$ cat config.mk
export PLATFORM = sky130hd
export DESIGN_NAME = trim_ctrl_top
export DESIGN_NICKNAME = d
export VERILOG_FILES = /design/src/rtl/trim_pkg.sv /design/src/rtl/trim_sync.sv /design/src/rtl/trim_step.sv /design/src/rtl/trim_wtimer.sv /design/src/rtl/trim_ctrl_top.sv
export SDC_FILE = /design/constraint.sdc
export NUM_CORES = 1
export LEC_CHECK = 0
export CAP_MARGIN = 40
export CORE_MARGIN = 4
export CORE_UTILIZATION = 65
export CTS_CLUSTER_DIAMETER = 40
export CTS_CLUSTER_SIZE = 25
export DETAILED_ROUTE_END_ITERATION = 10
export DONT_BUFFER_PORTS = 1
export PLACE_DENSITY_LB_ADDON = 0.15
export SYNTH_ARGS = -nofsm -noshare
export SYNTH_HDL_FRONTEND = slang
export SYNTH_SLANG_ARGS = --single-unit
$ cat constraint.sdc
create_clock -name clk -period 6.2 [get_ports clk]
set_input_delay 1.24 -clock clk [delete_from_list [all_inputs] [get_ports clk]]
set_output_delay 1.24 -clock clk [all_outputs]
set_load 0.02 [all_outputs]
$ cat src/rtl/trim_pkg.sv
package trim_pkg;
  // clock cycles needed to cover a write window of us_val microseconds
  function automatic int unsigned write_cycles(input longint unsigned hz,
                                               input longint unsigned us_val);
    longint unsigned c;
    c = (hz / 64'd1000000) * us_val;
    if (c == 0) c = 1;
    return int'(c);
  endfunction
endpackage

$ cat src/rtl/trim_sync.sv
module trim_sync #(
  parameter int          W       = 1,
  parameter logic [W-1:0] RST_VAL = '0
) (
  input  logic         clk,
  input  logic         rst,
  input  logic [W-1:0] d,
  output logic [W-1:0] q
);
  logic [W-1:0] meta;
  always_ff @(posedge clk) begin
    if (rst) begin
      meta <= RST_VAL;
      q    <= RST_VAL;
    end else begin
      meta <= d;
      q    <= meta;
    end
  end
endmodule

$ cat src/rtl/trim_step.sv
module trim_step #(
  parameter int CODE_W = 8
) (
  input  logic              clk,
  input  logic              rst,
  input  logic [CODE_W-1:0] load_val,
  input  logic              en,
  input  logic              up,
  output logic [CODE_W-1:0] code
);
  localparam logic [CODE_W-1:0] TOP = {CODE_W{1'b1}};
  localparam logic [CODE_W-1:0] BOT = '0;

  always_ff @(posedge clk) begin
    if (rst) begin
      code <= load_val;
    end else if (en) begin
      if (up && code != TOP)       code <= code + 1'b1;
      else if (!up && code != BOT) code <= code - 1'b1;
    end
  end

  // stepping up moves by one below the top and holds at the top
  a_r2_step_up: assert property (@(posedge clk) disable iff (rst)
    (en && up && code != TOP) |=> (code == $past(code) + 1'b1));
  a_r4_no_wrap_up: assert property (@(posedge clk) disable iff (rst)
    (en && up && code == TOP) |=> (code == TOP));
  a_r4_no_wrap_dn: assert property (@(posedge clk) disable iff (rst)
    (en && !up && code == BOT) |=> (code == BOT));
endmodule

$ cat src/rtl/trim_wtimer.sv
module trim_wtimer #(
  parameter int unsigned CYC = 4
) (
  input  logic clk,
  input  logic rst,
  input  logic start,
  output logic busy
);
  localparam int CW = (CYC > 1) ? $clog2(CYC) : 1;
  localparam logic [CW-1:0] LOAD = CW'(CYC - 1);
  logic [CW-1:0] cnt;

  always_ff @(posedge clk) begin
    if (rst) begin
      busy <= 1'b0;
      cnt  <= '0;
    end else if (start && !busy) begin
      busy <= 1'b1;
      cnt  <= LOAD;
    end else if (busy) begin
      if (cnt == '0) busy <= 1'b0;
      else           cnt  <= cnt - 1'b1;
    end
  end
endmodule

$ cat src/rtl/trim_ctrl_top.sv
module trim_ctrl_top #(
  parameter int          CODE_W   = 8,
  parameter longint unsigned CLK_HZ   = 50000000,
  parameter longint unsigned WRITE_US = 5000
) (
  input  logic              clk,
  input  logic              rst,
  input  logic              sel_n,
  input  logic              step_n,
  input  logic              dir_up,
  input  logic [CODE_W-1:0] nv_data,
  output logic [CODE_W-1:0] code,
  output logic              store_req,
  output logic [CODE_W-1:0] store_data,
  output logic              busy
);
  localparam int unsigned WRITE_CYC = trim_pkg::write_cycles(CLK_HZ, WRITE_US);

  logic [2:0] raw_in, sync_in;
  logic       sel_s, step_s, dir_s;
  logic       sel_q, step_q;
  logic       step_fall, sel_rise, step_ok, store_go;

  assign raw_in = {sel_n, step_n, dir_up};

  trim_sync #(.W(3), .RST_VAL(3'b110)) u_sync (
    .clk(clk), .rst(rst), .d(raw_in), .q(sync_in)
  );
  assign {sel_s, step_s, dir_s} = sync_in;

  always_ff @(posedge clk) begin
    if (rst) begin
      sel_q  <= 1'b1;
      step_q <= 1'b1;
    end else begin
      sel_q  <= sel_s;
      step_q <= step_s;
    end
  end

  assign step_fall = step_q && !step_s;
  assign sel_rise  = !sel_q && sel_s;
  assign step_ok   = step_fall && !sel_s && !busy;
  assign store_go  = sel_rise && step_s && !busy;

  trim_step #(.CODE_W(CODE_W)) u_step (
    .clk(clk), .rst(rst), .load_val(nv_data),
    .en(step_ok), .up(dir_s), .code(code)
  );

  trim_wtimer #(.CYC(WRITE_CYC)) u_timer (
    .clk(clk), .rst(rst), .start(store_go), .busy(busy)
  );

  always_ff @(posedge clk) begin
    if (rst) begin
      store_req  <= 1'b0;
      store_data <= '0;
    end else begin
      store_req <= store_go;
      if (store_go) store_data <= code;
    end
  end

  // R11-style pulse width folded into R6: a request lasts one cycle
  a_r6_req_pulse: assert property (@(posedge clk) disable iff (rst)
    store_req |=> !store_req);
  a_r6_req_data: assert property (@(posedge clk) disable iff (rst)
    store_req |-> (store_data == code));
  a_r8_req_busy: assert property (@(posedge clk) disable iff (rst)
    store_req |-> busy);
  a_r9_busy_hold: assert property (@(posedge clk) disable iff (rst)
    busy |=> $stable(code));
  a_r9_busy_no_req: assert property (@(posedge clk) disable iff (rst)
    busy |=> !store_req);
  a_r5_standby_hold: assert property (@(posedge clk) disable iff (rst)
    sel_s |=> $stable(code));
endmodule

==> results of run 1 <==
cells by family after synthesis:
kind of cell	share of synthesized area, %
buffers and inverters	3.88
flip-flops	41.4
adder cells (fa/ha/maj)	5.71
AO/OA/AOI/OAI	19.9
XOR/XNOR	1.51
AND/OR/NAND/NOR	24.9
multiplexers	2.69
metal layers:
metal	track usage, %	vias up	routed length, um
met5	0	-	0
met4	7.69	0	54
met3	6.49	4	316
met2	30.5	46	2080
met1	32.0	864	2190
li1	-	948	-
flip-flops by register name, indices dropped and copies added, names as in the netlist:
name,flops
u_step.code,8
u_sync.q,3
store_data,8
u_sync.meta,3
step_q,1
u_timer.cnt,18
sel_q,1
store_req,1
u_timer.busy,1
through the flow:
step | hold WS, ps | util [%] | instances
6_report | 412 | 71.1 | 296
2_1_floorplan | 389 | - | 254
5_1_grt | 435 | 71.1 | 296
4_1_cts | 414 | 71.1 | 296
3_3_place_gp | 392 | 68.7 | 287
3_5_place_dp | 394 | 68.9 | 288
path summary, 6_finish.rpt:
path | to | depth (start not counted)
max | u_step.code[7]$_DFFE_PP_ | 7
min | u_sync.q[2]$_SDFF_PP1_ | 1
max reg2reg | u_step.code[7]$_DFFE_PP_ | 7
min reg2reg | u_sync.q[2]$_SDFF_PP1_ | 1
layout make-up:
type / count / share of cell area, %
Tap cell: 46 / 2.39
Multi-Input combinational cell: 189 / 53.0
Clock buffer: 6 / 2.60
Timing Repair Buffer: 2 / 0.519
Clock inverter: 2 / 0.519
Inverter: 7 / 1.09
Sequential cell: 44 / 39.9
power by group through the flow:
stage / Sequential [W] / Combinational [W] / Clock (W)
after global placement: 0.000342 / 0.000101 / 0
after detailed placement: 0.000343 / 0.000104 / 0
after floorplan: 0.000336 / 0.0000932 / 0
final: 0.000336 / 0.000105 / 0.000165
after global routing: 0.000340 / 0.000119 / 0.000187
after CTS: 0.000337 / 0.000105 / 0.000169
cells in the final DEF (no fill, tap or decap), types with 4 or more instances in the layout:
cell and n:
nand4_1 8, o21a_1 4, dfxtp_1 36, a21oi_1 24
or2_2 7, nor2_1 9, or4_1 5, a31oi_1 6
mux2i_1 4, clkbuf_4 5, inv_1 7, edfxtp_1 8
nand2_1 31, a21o_1 4, ha_1 9, nor3b_1 5
o21ai_0 10, or3_1 6
worst max-delay path, stage by stage (launching register included):
cell	delay, ps
edfxtp_1	640
nand4_1	230
o21ai_0	560
ha_1	360
a211o_1	310
a2111oi_0	510
o211ai_1	160
nor3b_1	160
==> results.cfg, run 1 <==
[clock_tree]
cts.clk_slew.worst_paths_ps = 140
cts_buffers = 5
post_cts_buffers = 0
clock_path_buffers = 2
cts-root-buf = clkbuf_4
cts_resized = 0
cts.sinks = 44
clk_latency_ps = 370
htree_levels = 2
ctsHoldBuffers = 0
cts_tree = built

[cells_and_area]
finalInstanceArea_mm2 = 0.00241
seq_area_um2 = 961
nFillCells = 281
antenna_cells = 0
layout-drive-gt1-share_pct = 12.0
nets = 272
area_growth_pct = 3.77
multi_input_area_mm2 = 0.00128

[pwr]
leakage_nw = 0.835
powerDensity_mw_per_mm2 = 252
clkPwrFrac_pct = 27.2
combPwrFrac_pct = 17.3
peakVddDrop_uv = 174
power_w = 0.000607
seq_power_share_pct = 55.4
p_int_w = 0.000421
power.switching_w = 0.000186
p_sw_share_pct = 30.6

[drt]
viasPerCell = 6.29
ant_nets = 0
route.detailed.drc = 0
initialDrtViolationCount = 162
wl_per_cell_um = 15.7
vias = 1862
firstDrtPassIters = 4
wirelength_um = 4640

[sta]
slew_headroom_pct = 45.3
max_freq_ghz = 0.316
rsz0062_at_grt = false
fin_skew_ps = 9.93
post-route-period-util_pct = 51.1
setup-tns-final_ps = 0
worst_slack_ps = 3030
finalHoldViolations = 0
fin_crit_ps = 3170
finalMaxSlewViolations = 0
tightestPinTransition_ps = 809
setup_violations = 0

[synthesis]
synth_area_mm2 = 0.00232
synth_area_leaders = dfxtp_1 31%, edfxtp_1 10%, a21oi_1 5.2%
ys_types = 57
synth-edff-count = 8
synth_flop_cell = dfxtp_1
async_reset_ff_share_pct = 0
synth_nets = 277
synth.avg_cell_area_um2 = 9.14
yosysTopAreaCell = dfxtp_1
synth.top_cell.area_share_pct = 31.0
synthCells = 254
yosysMostFrequentCell = dfxtp_1
yosysWarningCount = 0
ys_seq_area_share_pct = 41.4
ys_seq_elements = 44
yosys-top-cells-count = 36 x dfxtp_1, 31 x nand2_1, 24 x a21oi_1

[place]
dpl_cell_area_mm2 = 0.00233
port_buffers = 0
routabilityCongestion = 0.825
dpl_worst_slack_ps = 3040
hpwl_um = 3210

[worst_setup_path]
ff2ff_setup_slack_ps = 3030
critPathKind = reg -> reg
start_kind = flop
worstPathMaxFanout = 8
critPathCaptureType = flop
cp-startpoint = u_step.code[0]$_DFFE_PP_
r2r-start = u_step.code[0]$_DFFE_PP_
worstPathArrival_ps = 3300
required_ps = 6330

[grt]
grt_pass1_vias = 1598
track_usage_pct = 21.9
grt-ovfl-total = 0
grt_max_degree = 52
grt_pass1_wl_um = 7610
antenna_found_initial = 0

[floorplanning]
initial_core_util_pct = 68.5
rows = 21
ios = 31
die-area_mm2 = 0.00459
core_mm2 = 0.00339
die_h_um = 67.8
die_w_um = 67.8

[status]
status = finished clean

[flow_run]
max_cap_violations = 0

[min_path]
worstHoldStart = u_sync.meta[2]$_SDFF_PP1_
hold_path.class = reg -> reg
No activity file was read; power rests on OpenSTA's default activity.
==> inputs of run 2 (changes only) <==
--- a/config.mk
+++ b/config.mk
@@ -7,7 +7,7 @@
 export LEC_CHECK = 0
 export CAP_MARGIN = 40
 export CORE_MARGIN = 4
-export CORE_UTILIZATION = 65
+export CORE_UTILIZATION = 56
 export CTS_CLUSTER_DIAMETER = 40
 export CTS_CLUSTER_SIZE = 25
 export DETAILED_ROUTE_END_ITERATION = 10
==> constraint.sdc (replaced) <==
create_clock -name clk -period 2.9 [get_ports clk]
set_input_delay 0.58 -clock clk [delete_from_list [all_inputs] [get_ports clk]]
set_output_delay 0.58 -clock clk [all_outputs]
set_load 0.02 [all_outputs]
==> results.cfg, run 2 (synthesis gave the netlist of run 1 again) <==
[cells_and_area]
layout_common_cells = 36 x dfxtp_1, 31 x nand2_1, 24 x a21oi_1
largest_register_ffs = 18
seq_area_um2 = 961
nets = 284
nFillCells = 345
largest-register = u_timer.cnt
multi_input_area_mm2 = 0.00128
antenna_cells = 0
fin_util_pct = 63.7
reg.largest.list = u_timer.cnt: 18 flops, store_data: 8 flops, u_step.code: 8 flops
final_common_cell = dfxtp_1
layout-drive-gt1-share_pct = 16.0
area_growth_pct = 9.75
stdcell_count = 312

[clock_tree]
cts-root-buf = clkbuf_8
htree_levels = 2
cts_buffers = 5
cts.clk_slew.worst_paths_ps = 90
cts_tree = built
clk_latency_ps = 300
post_cts_buffers = 0
ctsHoldBuffers = 0
cts.sinks = 44
clock_path_buffers = 2

[floorplanning]
rows = 23
die_w_um = 72.4
ios = 31
die-area_mm2 = 0.00524
core_mm2 = 0.00400
die_h_um = 72.4
initial_core_util_pct = 58.1

[sta]
max_freq_ghz = 0.382
post-route-period-util_pct = 90.2
setup_violations = 0
fin_skew_ps = 5.75
finalHoldViolations = 0
timing.hold.ws_ps = 347
finalMaxSlewViolations = 0
rsz0062_at_grt = false
fin_crit_ps = 2620
slew_headroom_pct = 64.3
tightestPinTransition_ps = 523
setup-tns-final_ps = 0

[worst_setup_path]
r2r_cells = 8
worst_path_max_delay_cell = a2111oi_1
cp_top_family = compound AO/OA/AOI/OAI gates
critPathKind = reg -> reg
path_cells = nand4_1 > o21ai_1 > buf_4 > ha_1 > o21a_1 > a2111oi_1 > o211ai_1 > nor3b_1
worstPathMaxFanout = 6
r2r_end = u_step.code[7]$_DFFE_PP_
r2r-start = u_step.code[5]$_DFFE_PP_
crit_path_max_incr_delay_ps = 510
ff2ff_setup_slack_ps = 280
start_kind = flop
worstPathArrival_ps = 2660
critPathCaptureType = flop
required_ps = 2950
critPathBufInv = 1

[pwr]
combPwrFrac_pct = 20.3
p_int_w = 0.00104
peakVddDrop_uv = 337
p_sw_share_pct = 28.6
power.switching_w = 0.000415
clkPwrFrac_pct = 32.8
powerDensity_mw_per_mm2 = 570
seq_power_share_pct = 46.9
leakage_nw = 0.910

[min_path]
worstHoldStart = rst
hold_depth = 1
hold_path_end = store_data[0]$_SDFFE_PP0P_
hold_path.class = in -> reg

[drt]
firstDrtPassIters = 5
wl_met2_um = 2150
viasPerCell = 6.21
highest_layer = met4
wl_per_cell_um = 15.4
ant_nets = 0
wl_met1_um = 2340
vias = 1939
wirelength_um = 4810
route.detailed.drc = 0
initialDrtViolationCount = 110
route.met3.wl_um = 260

[place]
dp_cells = 304
routabilityCongestion = 0.838
port_buffers = 0
hpwl_um = 3380

[grt]
grt_max_degree = 52
grt_pass1_wl_um = 8160
antenna_found_initial = 0
track_usage_pct = 19.5
grt-ovfl-total = 0
grt_pass1_vias = 1741

[flow_run]
max_cap_violations = 0

[status]
status = finished clean
[run 2: cell type report]
class	count	area share, %
flip-flops and latches	44	37.7
clock buffers	5	2.70
repair buffers	14	4.12
well taps	50	2.45
clock inverters	3	1.82
multi-input cells	189	50.2
inverters	7	1.03
[run 2: routing by layer]
layer,track usage [%],vias to the layer above
met5,0,-
met4,7.79,0
met3,5.12,5
met2,29.0,46
met1,26.9,933
li1,-,955
[run 2: metrics by stage]
step,setup slack [ps],total power [W],cell area (um2)
final,285,0.00145,2550
after CTS,229,0.00146,2550
after global routing,97.9,0.00153,2550
after global placement,279,0.000982,2430
after floorplan,47.7,0.000917,2320
after detailed placement,261,0.000985,2430
[run 2: worst max-delay path by stage]
stage,slack (ps),depth (start not counted),to,startpoint
after global routing,100,8,u_step.code[7]$_DFFE_PP_,u_step.code[1]$_DFFE_PP_
after global placement,280,8,u_step.code[7]$_DFFE_PP_,u_step.code[7]$_DFFE_PP_
after CTS,230,8,u_step.code[7]$_DFFE_PP_,u_step.code[5]$_DFFE_PP_
after detailed placement,260,8,u_step.code[7]$_DFFE_PP_,u_step.code[7]$_DFFE_PP_
after floorplan,50,7,u_step.code[7]$_DFFE_PP_,u_step.code[0]$_DFFE_PP_
final,280,8,u_step.code[7]$_DFFE_PP_,u_step.code[5]$_DFFE_PP_
[run 2: what timing repair did]
item / CTS / global route
setup endpoints to repair: 0 / 1
gates resized for setup: 0 / 1
endpoints found under the hold margin: 0 / 0
[run 2: power groups by stage]
stage | Clock [W] | Combinational (W) | Sequential (W)
2_1_floorplan | 0 | 0.000199 | 0.000717
5_1_grt | 0.000517 | 0.000324 | 0.000686
3_5_place_dp | 0 | 0.000289 | 0.000695
3_3_place_gp | 0 | 0.000287 | 0.000695
6_report | 0.000477 | 0.000294 | 0.000681
4_1_cts | 0.000487 | 0.000291 | 0.000681
==> inputs of run 3 (changes only) <==
--- a/config.mk
+++ b/config.mk
@@ -12,7 +12,7 @@
 export CTS_CLUSTER_SIZE = 25
 export DETAILED_ROUTE_END_ITERATION = 10
 export DONT_BUFFER_PORTS = 1
-export PLACE_DENSITY_LB_ADDON = 0.15
+export PLACE_DENSITY_LB_ADDON = 0.08
 export SYNTH_ARGS = -nofsm -noshare
 export SYNTH_HDL_FRONTEND = slang
 export SYNTH_SLANG_ARGS = --single-unit
==> results.cfg, run 3 (synthesis gave the netlist of run 1 again) <==
[sta]
fin_skew_ps = 5.90
max_freq_ghz = 0.370
tightestPinTransition_ps = 743
fin_crit_ps = 2700
rsz0062_at_grt = false
slew_headroom_pct = 50.4
finalMaxSlewViolations = 0
setup-tns-final_ps = 0
finalHoldViolations = 0
setup_violations = 0
post-route-period-util_pct = 93.1

[status]
status = finished clean

[clock_tree]
clock_path_buffers = 2
cts_tree = built
cts_buffers = 5
cts-root-buf = clkbuf_8
cts.clk_slew.worst_paths_ps = 80
post_cts_buffers = 0
clk_latency_ps = 300
htree_levels = 2
cts.sinks = 44

[floorplanning]
initial_core_util_pct = 58.1
core_mm2 = 0.00400
rows = 23
ios = 31
die_w_um = 72.4
die-area_mm2 = 0.00524
die_h_um = 72.4

[drt]
firstDrtPassIters = 4
viasPerCell = 6.24
initialDrtViolationCount = 92
wl_per_cell_um = 16.1
vias = 1933
route.detailed.drc = 0
ant_nets = 0
wirelength_um = 5000

[worst_setup_path]
critPathCaptureType = flop
start_kind = flop
worstPathArrival_ps = 2750
path_cells = nand4_1 > o21ai_1 > buf_4 > ha_1 > o21a_1 > a2111oi_1 > o211ai_1 > nor3b_1
cp-startpoint = u_step.code[4]$_DFFE_PP_
critPathKind = reg -> reg
r2r-start = u_step.code[4]$_DFFE_PP_
required_ps = 2950
cp_top_family = compound AO/OA/AOI/OAI gates
worst_path_max_delay_cell = a2111oi_1
crit_path_max_incr_delay_ps = 570
critPathBufInv = 1
worstPathMaxFanout = 6

[pwr]
p_int_w = 0.000993
seq_power_share_pct = 48.7
combPwrFrac_pct = 20.5
power.switching_w = 0.000409
p_sw_share_pct = 29.2
peakVddDrop_uv = 311
leakage_nw = 0.897
clkPwrFrac_pct = 30.9
powerDensity_mw_per_mm2 = 555
power_w = 0.00140

[cells_and_area]
seq_area_um2 = 961
nFillCells = 360
multi_input_area_mm2 = 0.00128
largest_register_ffs = 18
fin_util_pct = 63.1
nets = 282
largest-register = u_timer.cnt
area_growth_pct = 8.73
layout_common_cells = 36 x dfxtp_1, 31 x nand2_1, 24 x a21oi_1
layout-drive-gt1-share_pct = 15.4
reg.largest.list = u_timer.cnt: 18 flops, store_data: 8 flops, u_step.code: 8 flops
final_common_cell = dfxtp_1
antenna_cells = 0

[place]
hpwl_um = 3430
routabilityCongestion = 0.840
port_buffers = 0

[grt]
grt_max_degree = 52
track_usage_pct = 19.9
antenna_found_initial = 0
grt_pass1_wl_um = 8210
grt_pass1_vias = 1705
grt-ovfl-total = 0

[flow_run]
max_cap_violations = 0

[min_path]
worstHoldStart = rst
hold_path.class = in -> reg
-- run 3: cell count changes in the layout (fill, tap and decap cells not counted) --
cell and change:
buf_4 -2, clkbuf_16 +1, inv_6 -1, clkinv_2 +1, bufinv_16 -1
-- run 3: power by group through the flow --
stage | Clock [W] | Sequential (W) | Combinational, W
finish | 0.000433 | 0.000683 | 0.000287
floorplan | 0 | 0.000717 | 0.000199
CTS | 0.000440 | 0.000683 | 0.000285
global route | 0.000468 | 0.000688 | 0.000316
detailed placement | 0 | 0.000697 | 0.000282
global placement | 0 | 0.000696 | 0.000282
-- run 3: cell type report --
cell class | instances | area share (%)
clock buffer | 6 | 3.72
clock inverter | 2 | 0.496
multi-input combinational | 189 | 50.6
tap | 50 | 2.48
inverter | 7 | 1.04
timing repair buffer | 12 | 3.57
sequential | 44 | 38.1
-- run 3: worst register-to-register path, cell delays in order (launching register included) --
cell and delay (ps):
edfxtp_1 370, nand4_1 190, o21ai_1 350, buf_4 210, ha_1 280, o21a_1 140
a2111oi_1 570, o211ai_1 170, nor3b_1 160
-- run 3: stage by stage --
step	instance area (um2)	instances	worst slack (ps)	hold WS, ps
2_1_floorplan	2320	254	47.7	389
6_report	2520	310	199	348
4_1_cts	2520	310	120	338
5_1_grt	2520	310	23.1	325
3_3_place_gp	2420	302	302	391
3_5_place_dp	2420	302	228	394
-- run 3: path summary, 6_finish.rpt --
| kind | endpoint | slack, ps | cells after the start |
|---|---|---|---|
| max | u_step.code[7]$_DFFE_PP_ | 200 | 8 |
| max reg2reg | u_step.code[7]$_DFFE_PP_ | 200 | 8 |
| min reg2reg | u_sync.q[1]$_SDFF_PP1_ | 410 | 1 |
| min | u_sync.q[0]$_SDFF_PP0_ | 350 | 1 |
-- run 3: routing by layer --
metal / vias up / GRT usage (%) / part of all wire [%]
li1: 961 / - / -
met5: - / 0 / 0
met2: 51 / 29.1 / 44
met4: 0 / 5.74 / 0.98
met3: 5 / 5.40 / 6.5
met1: 916 / 28.8 / 49
-- run 3: what timing repair did --
action,4_1_cts,5_1_grt
gates resized for setup,0,1
hold buffers,0,0
setup endpoints to repair,0,1
endpoints found under the hold margin,0,0
